<file path="config.mk">
export PLATFORM = sky130hd
export DESIGN_NAME = field_irq_ctrl
export DESIGN_NICKNAME = d
export VERILOG_FILES = /design/src/rtl/field_irq_ctrl.sv
export SDC_FILE = /design/constraint.sdc
export NUM_CORES = 1
export LEC_CHECK = 0
export ABC_CLOCK_PERIOD_IN_PS = 800
export BUFFER_PORTS_ARGS = -buffer_cell sky130_fd_sc_hd__clkbuf_2
export CAP_MARGIN = 20
export CORE_MARGIN = 5
export CORE_UTILIZATION = 31
export CTS_BUF_LIST = sky130_fd_sc_hd__clkbuf_8 sky130_fd_sc_hd__clkbuf_16
export CTS_CLUSTER_SIZE = 25
export DETAILED_ROUTE_END_ITERATION = 12
export GPL_ROUTABILITY_DRIVEN = 0
export HOLD_SLACK_MARGIN = 0.02
export MAX_ROUTING_LAYER = met4
export PLACE_DENSITY = 0.73
export SYNTH_ARGS = -nofsm -noshare
export SYNTH_HDL_FRONTEND = slang
export SYNTH_SLANG_ARGS = --single-unit
</file>
<file path="constraint.sdc">
create_clock -name clk -period 0.8 [get_ports clk]
set_input_delay 0.12 -clock clk [delete_from_list [all_inputs] [get_ports clk]]
set_output_delay 0.12 -clock clk [all_outputs]
set_load 0.05 [all_outputs]
</file>
<file path="src/rtl/field_irq_ctrl.sv">
module field_irq_ctrl #(
  parameter int DATA_W = 16,
  parameter int EVT_N  = 2
) (
  input  logic              clk,
  input  logic              rst_n,
  input  logic              wr_en,
  input  logic              rd_en,
  input  logic [1:0]        addr,
  input  logic [DATA_W-1:0] wr_data,
  output logic [DATA_W-1:0] rd_data,
  input  logic              evt_bot,
  input  logic              evt_top,
  output logic              irq
);
  localparam logic [1:0] A_STAT = 2'd0;
  localparam logic [1:0] A_SCLR = 2'd1;
  localparam logic [1:0] A_MSET = 2'd2;
  localparam logic [1:0] A_MCLR = 2'd3;

  logic [EVT_N-1:0] stat_q, mask_q, evt, sclr, mset, mclr;

  assign evt  = {evt_top, evt_bot};
  assign sclr = (wr_en && addr == A_SCLR) ? wr_data[EVT_N-1:0] : '0;
  assign mset = (wr_en && addr == A_MSET) ? wr_data[EVT_N-1:0] : '0;
  assign mclr = (wr_en && addr == A_MCLR) ? wr_data[EVT_N-1:0] : '0;
  assign irq  = |(stat_q & mask_q);

  always_ff @(posedge clk) begin
    if (!rst_n) begin
      stat_q  <= '0;
      mask_q  <= '0;
      rd_data <= '0;
    end else begin
      stat_q <= (stat_q & ~sclr) | evt;
      mask_q <= (mask_q & ~mclr) | mset;
      if (rd_en) begin
        case (addr)
          A_STAT:  rd_data <= DATA_W'(stat_q);
          A_MCLR:  rd_data <= DATA_W'(mask_q);
          default: rd_data <= '0;
        endcase
      end
    end
  end

  assert_irq_level_R6: assert property (@(posedge clk) disable iff (!rst_n)
    irq == ((stat_q & mask_q) != '0));
  assert_evt_top_sticky_R2: assert property (@(posedge clk) disable iff (!rst_n)
    evt_top |=> stat_q[1]);
  assert_evt_bot_sticky_R2: assert property (@(posedge clk) disable iff (!rst_n)
    evt_bot |=> stat_q[0]);
  assert_evt_beats_clear_R7: assert property (@(posedge clk) disable iff (!rst_n)
    (wr_en && addr == A_SCLR && wr_data[1] && evt_top) |=> stat_q[1]);
  assert_clear_zero_keeps_R4: assert property (@(posedge clk) disable iff (!rst_n)
    (wr_en && addr == A_SCLR && !wr_data[0] && stat_q[0]) |=> stat_q[0]);
  assert_mask_zero_keeps_R5: assert property (@(posedge clk) disable iff (!rst_n)
    (wr_en && addr == A_MCLR && !wr_data[1] && mask_q[1]) |=> mask_q[1]);
endmodule

</file>
== After elaboration in Yosys (flattened, before gate mapping) ==
Cells that the tools add are included.

* Register bits: 20
* Input port bits: 24
* Output and inout bits: 17
* Logic and storage cells: 22

* Equality and inequality tests: 3
* Mux-type cells: 4
* Bitwise gates (word level): 7
* Reductions and logical operators: 5

{| class="wikitable"
|+ Operators with widths
! kind !! number
|-
| bitwise AND 2 bit || 3
|-
| two-way mux 2 bit || 3
|-
| equality test 2 bit, second input constant || 2
|-
| inverter 2 bit || 2
|-
| OR 2 bit || 2
|-
| case mux 2 bit (2 select lines) || 1
|-
| logical AND 1 bit || 3
|-
| equality test 2 x 1 -> 1 bit, second input constant || 1
|-
| zero test 2 bit || 1
|-
| OR reduction 2 bit || 1
|}

== Longest topological paths before layout ==
Gate-level depths: netlist (run 1).

* Word-level depth: 6
* Depth in mapped cells: 4
* Depth with buffers taken out: 4

== Worst setup path before layout (run 1) ==
No wires, ideal clock.

* Kind: register to output
* Start point: register stat_q[0]
* End point: output port irq
* Arrival time: 786 ps
* Required time: 680 ps
* Path slack: -106 ps
* Stages on the path, launching flop included: 2
* Buffers on the path: 0
* Cells stage by stage: dfxtp_1 a22o_1

* Cells in the longest elaborated chain, start to end: 2

{| class="wikitable"
|+ Ends and longest elaborated chain
! item !! line !! text
|-
| from (decl) || 21 || <nowiki>logic [EVT_N-1:0] stat_q, mask_q, evt, sclr, mset, mclr;</nowiki>
|-
| from (signal assigned) || 35 || <nowiki>stat_q <= (stat_q & ~sclr) | evt;</nowiki>
|-
| bitwise AND 2 bit || 27 || <nowiki>assign irq = |(stat_q & mask_q);</nowiki>
|-
| OR reduction 2 bit || 27 ||
|-
| to (decl) || 14 || <nowiki>output logic irq</nowiki>
|}

No other way between the ends.

== Worst setup path after layout (run 1) ==
* Start point: register mask_q[0]
* End point: output port irq

* Cells in the longest elaborated chain, start to end: 2

{| class="wikitable"
|+ Ends and longest elaborated chain
! item !! line !! text
|-
| from (decl) || 21 ||
|-
| from (signal assigned) || 36 || <nowiki>mask_q <= (mask_q & ~mclr) | mset;</nowiki>
|-
| bitwise AND 2 bit || 27 ||
|-
| OR reduction 2 bit || 27 ||
|}

No other way between the ends.

==> metrics.md, run 1 <==
| Metric | Value |
|---|---|
| Worst path setup slack after routing | `-0.270 ns` |
| Pre-antenna DRT Iters | `4` |
| Hold Buf Count CTS | `0` |
| Detail-routed via count per cell | `4.47` |
| Time the worst path needs with I/O delays and setup | `1.07 ns` |
| Die Outline Area | `2280 µm²` |
| Relative area change from synthesis to final layout | `45.8%` |
| Maximum number of pins on one net before global-route repair | `10` |
| Clock transition at path regs | `0.03 ns` |
| GRT overflow | `0` |
| Portion of the clock cycle consumed by the worst path in the final layout | `134%` |
| Share of synthesized area occupied by flip-flops and latches | `27.1%` |
| Number of sinks handled by clock tree synthesis | `6` |
| Setup-failing EPs final | `4` |
| CTS root buffer | `clkbuf_8` |
| Worst Setup Slack post-DPL | `-0.151 ns` |
| Drc violations | `0` |
| Average cell area after synthesis | `8.86 µm²` |
| Final instance area | `646 µm²` |
| Kind of end point of the critical path | `output port` |
| Max-slew violation count | `0` |
| Maximum achievable frequency | `0.935 GHz` |
| Leakage Power | `0.329 nW` |
| Placed inst area | `518 µm²` |
| Fin. Hold Viols | `0` |
| Maximum capacitance violations | `0` |
| Deepest level of the CTS H-tree | `1` |
| Failing checks | `negative setup slack` |
| FP Rows | `13` |
| Fin Clk Skew | `0.00141 ns` |
| Drt first-iter violations | `3` |
| Required time of the worst setup path | `0.68 ns` |
| Number of global-route vias before repair | `335` |
| Number of buffers added on ports | `12` |
| Final-layout worst hold slack | `0.162 ns` |
| Worst Setup Start Kind | `flop` |
| Number of distinct standard cells referenced by the synthesized netlist | `16` |
| Initial core utilization | `33.2%` |
| Worst skew pair latency | `0.22 ns` |
| Layout Nets | `102` |
| Kind of critical path | `flop to output port` |
| Total clock buffers created by CTS | `3` |
| Number of antenna violations at the first check in global routing | `0` |
| Run status | `finished with violations` |
| Peak ir drop on the vdd network | `0.000776 V` |
| Synthesis-stage register bit count | `6` |
| Overall via count from detail_route | `389` |
| Number of buffers on the longest clock path | `2` |
| Die outline width | `47.8 µm` |
| Global-route wire length before repair | `1.34 mm` |
| Netlist area before placement | `443 µm²` |
| Post-synthesis instance total | `50` |
| Layout cell share with drive strength beyond 1 | `51.4%` |
| I/O pins | `41` |
| Area of the core region | `1330 µm²` |
| Total negative slack | `-0.421 ns` |
| Overall Global Routing Usage | `9.23%` |
| Average wire per standard cell | `11.1 µm` |
| Die Span Y | `47.8 µm` |
| Unrepaired setup endpoints after global routing | `true` |
| Min-Delay Path Class | `input pin to flop` |
| PD cells | `1670 nW/µm²` |
| Critical path fanouts, max | `2` |
| Yosys warning total | `0` |
| Worst Path Arrival | `0.95 ns` |
| ANT nets after route | `0` |
| Sum of routed wire length over all layers | `968 µm` |
| CTS tree | `yes` |
| Ant diodes | `0` |
| DPL Wire Length | `692 µm` |
## repair_timing
action / CTS / global route
buffers inserted: 1 / 1
endpoints found under the hold margin: 0 / 0
endpoints found under the setup margin: 5 / 6
pin swaps: 4 / 4
gates resized for setup: 12 / 7
## kinds of logic (layout without fill, tap and decap cells)
| logic type | after synthesis | after routing | share of synthesized area (%) |
|---|---|---|---|
| buffers and inverters | 19 | 28 | 29.7 |
| AO/OA/AOI/OAI | 11 | 11 | 17.8 |
| AND/OR/NAND/NOR | 9 | 9 | 13.3 |
| flip-flops | 6 | 6 | 27.1 |
| adder cells (fa/ha/maj) | 4 | 4 | 11.3 |
| other | 1 | 14 | 0.847 |
## path summary, 6_finish.rpt
kind / from / end / slack (ns) / depth (start not counted)
setup reg to reg: mask_q[0] / rd_data[0] / -0.11 / 4
hold / removal: wr_data[0] / stat_q[0] / 0.16 / 2
setup / recovery: mask_q[0] / irq / -0.27 / 2
hold reg to reg: rd_data[0] / rd_data[0] / 0.49 / 2
## routing by layer
| metal | share of wire, % | global-route usage (%) | vias up |
|---|---|---|---|
| li1 | - | - | 189 |
| met1 | 32 | 7.81 | 177 |
| met2 | 55 | 16.4 | 19 |
| met3 | 8.6 | 1.13 | 4 |
| met4 | 4.1 | 9.68 | 0 |
| met5 | 0 | - | - |
## final cells by class
cell class / instances / area (µm²)
clock buffer: 3 / 41.3
inverter: 4 / 15.0
sequential: 6 / 126
tap: 15 / 18.8
multi-input combinational: 38 / 269
fill: 127 / 688
timing repair buffer: 21 / 175
## power by group
part	switching (W)	total [W]	leakage [nW]	internal (W)
combinational	0.000221	0.000309	0.256	0.0000884
clock	0.000118	0.000441	0.0216	0.000322
sequential	0.0000104	0.000327	0.0510	0.000316
total	0.000350	0.00108	0.329	0.000727
## registers in the layout, indices dropped and copies added (netlist names)
| name | count |
|---|---|
| mask_q | 2 |
| rd_data | 2 |
| stat_q | 2 |
## critical path, stage by stage, from the launching register on
cell,delay (ns)
dfxtp_2,0.31
a22o_4,0.25
clkbuf_16,0.17
## cell usage after synthesis
cell type	count	area (µm²)
a22oi_1	2	15.0
nand4_1	2	12.5
nand3b_2	1	11.3
buf_6	1	11.3
inv_1	4	15.0
conb_1	1	3.75
a41oi_1	2	17.5
o21ai_2	2	17.5
dfxtp_1	6	120
nand2_1	2	7.51
ha_1	4	50.1
buf_4	14	105
o21ai_1	4	20.0
and3_1	2	12.5
nand3b_1	2	15.0
a22o_1	1	8.76
## cell usage in the layout (no fill, tap or decap), drive strengths merged
cell / n
buf: 11
nand4: 2
a22oi: 2
nand2: 2
dfxtp: 6
inv: 4
ha: 4
clkbuf: 13
a41oi: 2
conb: 14
nand3b: 3
a22o: 1
o21ai: 6
and3: 2
## through the flow
step | std cells | util (%) | total power (W)
3_5_place_dp | 83 | 38.8 | 0.000602
4_1_cts | 86 | 46.2 | 0.00106
6_report | 87 | 48.4 | 0.00108
5_1_grt | 87 | 48.4 | 0.00112
3_3_place_gp | 83 | 38.8 | 0.000601
2_1_floorplan | 63 | - | 0.000586
No activity file was read; power rests on OpenSTA's default activity.
==> inputs of run 2 (changes only) <==
Settings changed: ABC_AREA set to 1, PLACE_DENSITY 0.73 to 0.74.
==> run 2 against run 1 <==
- the flow still finishes with violations (negative setup slack)
- synthesized area decreased by 3.7%
- setup slack got worse by 0.015 ns
- sequential share of layout area decreased by 0.51 points
- critical path depth unchanged
- register-to-register slack improved by 0.03 ns
- die area decreased by 2.9%
- first-iteration DRC count increased by 67%
- via count increased by 3.9%
- clock-buffer cell count unchanged
- total power increased by 1.6%
- global-route usage increased by 2.4 points
- clock power increased by 4.5%
- critical path type unchanged
- critical endpoint unchanged
==> metrics.md, run 2 <==
| Metric | Value |
|---|---|
| Xor and xnor fraction of the mapped netlist area | `0%` |
| Sum of routed wire length over all layers | `1.15 mm` |
| Biggest area consumer among synthesized cells | `dfxtp_1` |
| Detail-routed via count per cell | `4.12` |
| Synth async-reset ratio | `0%` |
| Number of global-route vias before repair | `358` |
| Average wire per standard cell | `11.7 µm` |
| Slowest cell on the critical path | `dfxtp_2` |
| Unrepaired setup endpoints after global routing | `true` |
| Relative area change from synthesis to final layout | `56.9%` |
| Drc violations | `0` |
| Max-slew violation count | `0` |
| Maximum capacitance violations | `0` |
| Die outline width | `47.1 µm` |
| Ant diodes | `0` |
| Maximum achievable frequency | `0.922 GHz` |
| Number of sinks handled by clock tree synthesis | `6` |
| Drt first-iter violations | `5` |
| Biggest registers after layout | `mask_q x2, rd_data x2, stat_q x2` |
| Critical path buffer and inverter count | `1` |
| Setup-failing EPs final | `4` |
| Min-Delay Path Class | `input pin to flop` |
| Largest family of logic cells by synthesized area | `buffers and inverters` |
| Post-synthesis compound-gate area fraction | `9.09%` |
| Synthesis-stage register bit count | `6` |
| CTS root buffer | `clkbuf_8` |
| Average cell area after synthesis | `7.23 µm²` |
| CTS tree | `yes` |
| DPL Wire Length | `765 µm` |
| Instance count along the most critical hold path | `3` |
| Required time of the worst setup path | `0.68 ns` |
| Largest cells by area after synthesis | `dfxtp_1 (28%), buf_4 (25%), nand2_1 (12%)` |
| GRT overflow | `0` |
| Layout cell share with drive strength beyond 1 | `45.8%` |
| CP peak stage delay | `0.32 ns` |
| Overall via count from detail_route | `404` |
| Total negative slack | `-0.481 ns` |
| Deepest level of the CTS H-tree | `1` |
| Critical path fanouts, max | `2` |
| Worst Path Arrival | `0.96 ns` |
| Portion of the clock cycle consumed by the worst path in the final layout | `136%` |
| Crit-path cells | `a22o_4, clkbuf_16` |
| Fraction of synthesized area in multiplexers | `0%` |
| Initial core utilization | `32.8%` |
| Number of antenna violations at the first check in global routing | `0` |
| Worst Reg2Reg Path Length in Cells | `6` |
| Top library cells by usage in the layout, fill and taps aside | `conb_1 (14), nand2_1 (10), clkbuf_2 (9), buf_4 (7)` |
| Number of flops mapped to enable cells by yosys | `0` |
| Failing checks | `negative setup slack` |
| Number of buffers on the longest clock path | `2` |
| ANT nets after route | `0` |
| Simple-gate portion of the synthesized area | `20.2%` |
| Top FF cell, synth | `dfxtp_1` |
| Kind of critical path | `flop to output port` |
| Netlist area before placement | `427 µm²` |
| Share of Yosys cell area claimed by the top area cell type | `28.2%` |
| Worst Setup Slack post-DPL | `-0.189 ns` |
| Time the worst path needs with I/O delays and setup | `1.08 ns` |
| Die Outline Area | `2220 µm²` |
| Maximum number of pins on one net before global-route repair | `7` |
| Number of buffers added on ports | `12` |
| Family with the most delay on the worst path | `flip-flops` |
| Total clock buffers created by CTS | `3` |
| Post-synthesis instance total | `59` |
| Area of the core region | `1300 µm²` |
| Critical path depth in cells | `2` |
| Worst Setup Start Kind | `flop` |
| Worst path setup slack after routing | `-0.285 ns` |
| Leakage Power | `0.354 nW` |
| Fin Clk Skew | `0.00184 ns` |
| I/O pins | `41` |
| Share of synthesized area occupied by flip-flops and latches | `28.2%` |
| Layout Nets | `113` |
| Most frequent standard cell in the layout excluding fill and tap cells | `conb_1` |
| Commonest cells in the synthesized netlist | `buf_4 (14), nand2_1 (14)` |
| Fin. Hold Viols | `0` |
| Run status | `finished with violations` |
| Post-Synth Adder-Cell Area | `11.7%` |
| FP Rows | `13` |
| Die Span Y | `47.1 µm` |
| Hold Buf Count CTS | `0` |
| Global-route wire length before repair | `1.61 mm` |
| Number of distinct standard cells referenced by the synthesized netlist | `10` |
| Yosys warning total | `0` |
| Pre-antenna DRT Iters | `4` |
| Clock transition at path regs | `0.04 ns` |
| Worst skew pair latency | `0.22 ns` |
| Overall Global Routing Usage | `11.6%` |
| Peak ir drop on the vdd network | `0.00102 V` |
| Kind of end point of the critical path | `output port` |
| PD cells | `1630 nW/µm²` |
[run 2: per-stage QoR]
step                util [%]  area, µm²  hold slack (ns)  power (W)  cells
floorplan                  -        479            0.254   0.000575     72
global placement        39.4        513            0.347   0.000591     93
detailed placement      39.4        513            0.346   0.000596     93
CTS                     48.2        627            0.104    0.00109     96
global route            51.4        669            0.113    0.00115     98
finish                  51.4        669            0.105    0.00109     98
[run 2: what timing repair did]
item	CTS	global route
pin swaps	1	4
gates resized for setup	14	9
buffers inserted	0	3
endpoints found under the setup margin	3	5
cloned	0	0
[run 2: cells by family (layout without fill, tap and decap cells)]
| kind of cell | Yosys count | in the layout |
|---|---|---|
| flip-flops | 6 | 6 |
| AO/OA/AOI/OAI | 7 | 7 |
| buffers and inverters | 20 | 31 |
| AND/OR/NAND/NOR | 21 | 21 |
| adder cells (fa/ha/maj) | 4 | 4 |
| other | 1 | 14 |
[run 2: metal layers]
metal / vias up / GRT usage (%) / share of wire (%)
li1: 207 / - / -
met1: 176 / 12.8 / 36
met2: 19 / 17.6 / 54
met3: 2 / 3.45 / 7.9
met4: 0 / 8.29 / 2.0
met5: - / - / 0
[run 2: cell type report]
| class | instances | area (µm²) |
|---|---|---|
| Tap cell | 15 | 18.8 |
| Clock buffer | 3 | 41.3 |
| Fill cell | 131 | 632 |
| Multi-Input combinational cell | 46 | 253 |
| Timing Repair Buffer | 22 | 206 |
| Sequential cell | 6 | 128 |
| Inverter | 6 | 22.5 |
[run 2: path summary, 6_finish.rpt]
path	slack, ns	end	start
setup reg to reg	-0.08	rd_data[1]	mask_q[1]
hold / removal	0.11	stat_q[1]	evt_top
setup / recovery	-0.28	irq	mask_q[1]
hold reg to reg	0.51	rd_data[0]	rd_data[0]
[run 2: where the power goes]
| group | total (W) | internal [W] | leakage, nW | switching [W] |
|---|---|---|---|---|
| clock network | 0.000461 | 0.000324 | 0.0216 | 0.000137 |
| logic | 0.000307 | 0.0000857 | 0.281 | 0.000221 |
| registers | 0.000327 | 0.000316 | 0.0515 | 0.0000109 |
| total | 0.00109 | 0.000725 | 0.354 | 0.000369 |
[run 2: worst register-to-register path: stages (launching register included)]
cell and delay (ns):
dfxtp_2 0.32, buf_4 0.13, buf_6 0.10, nand2_1 0.06
nand2_1 0.05, nand2_1 0.05, a21oi_1 0.06
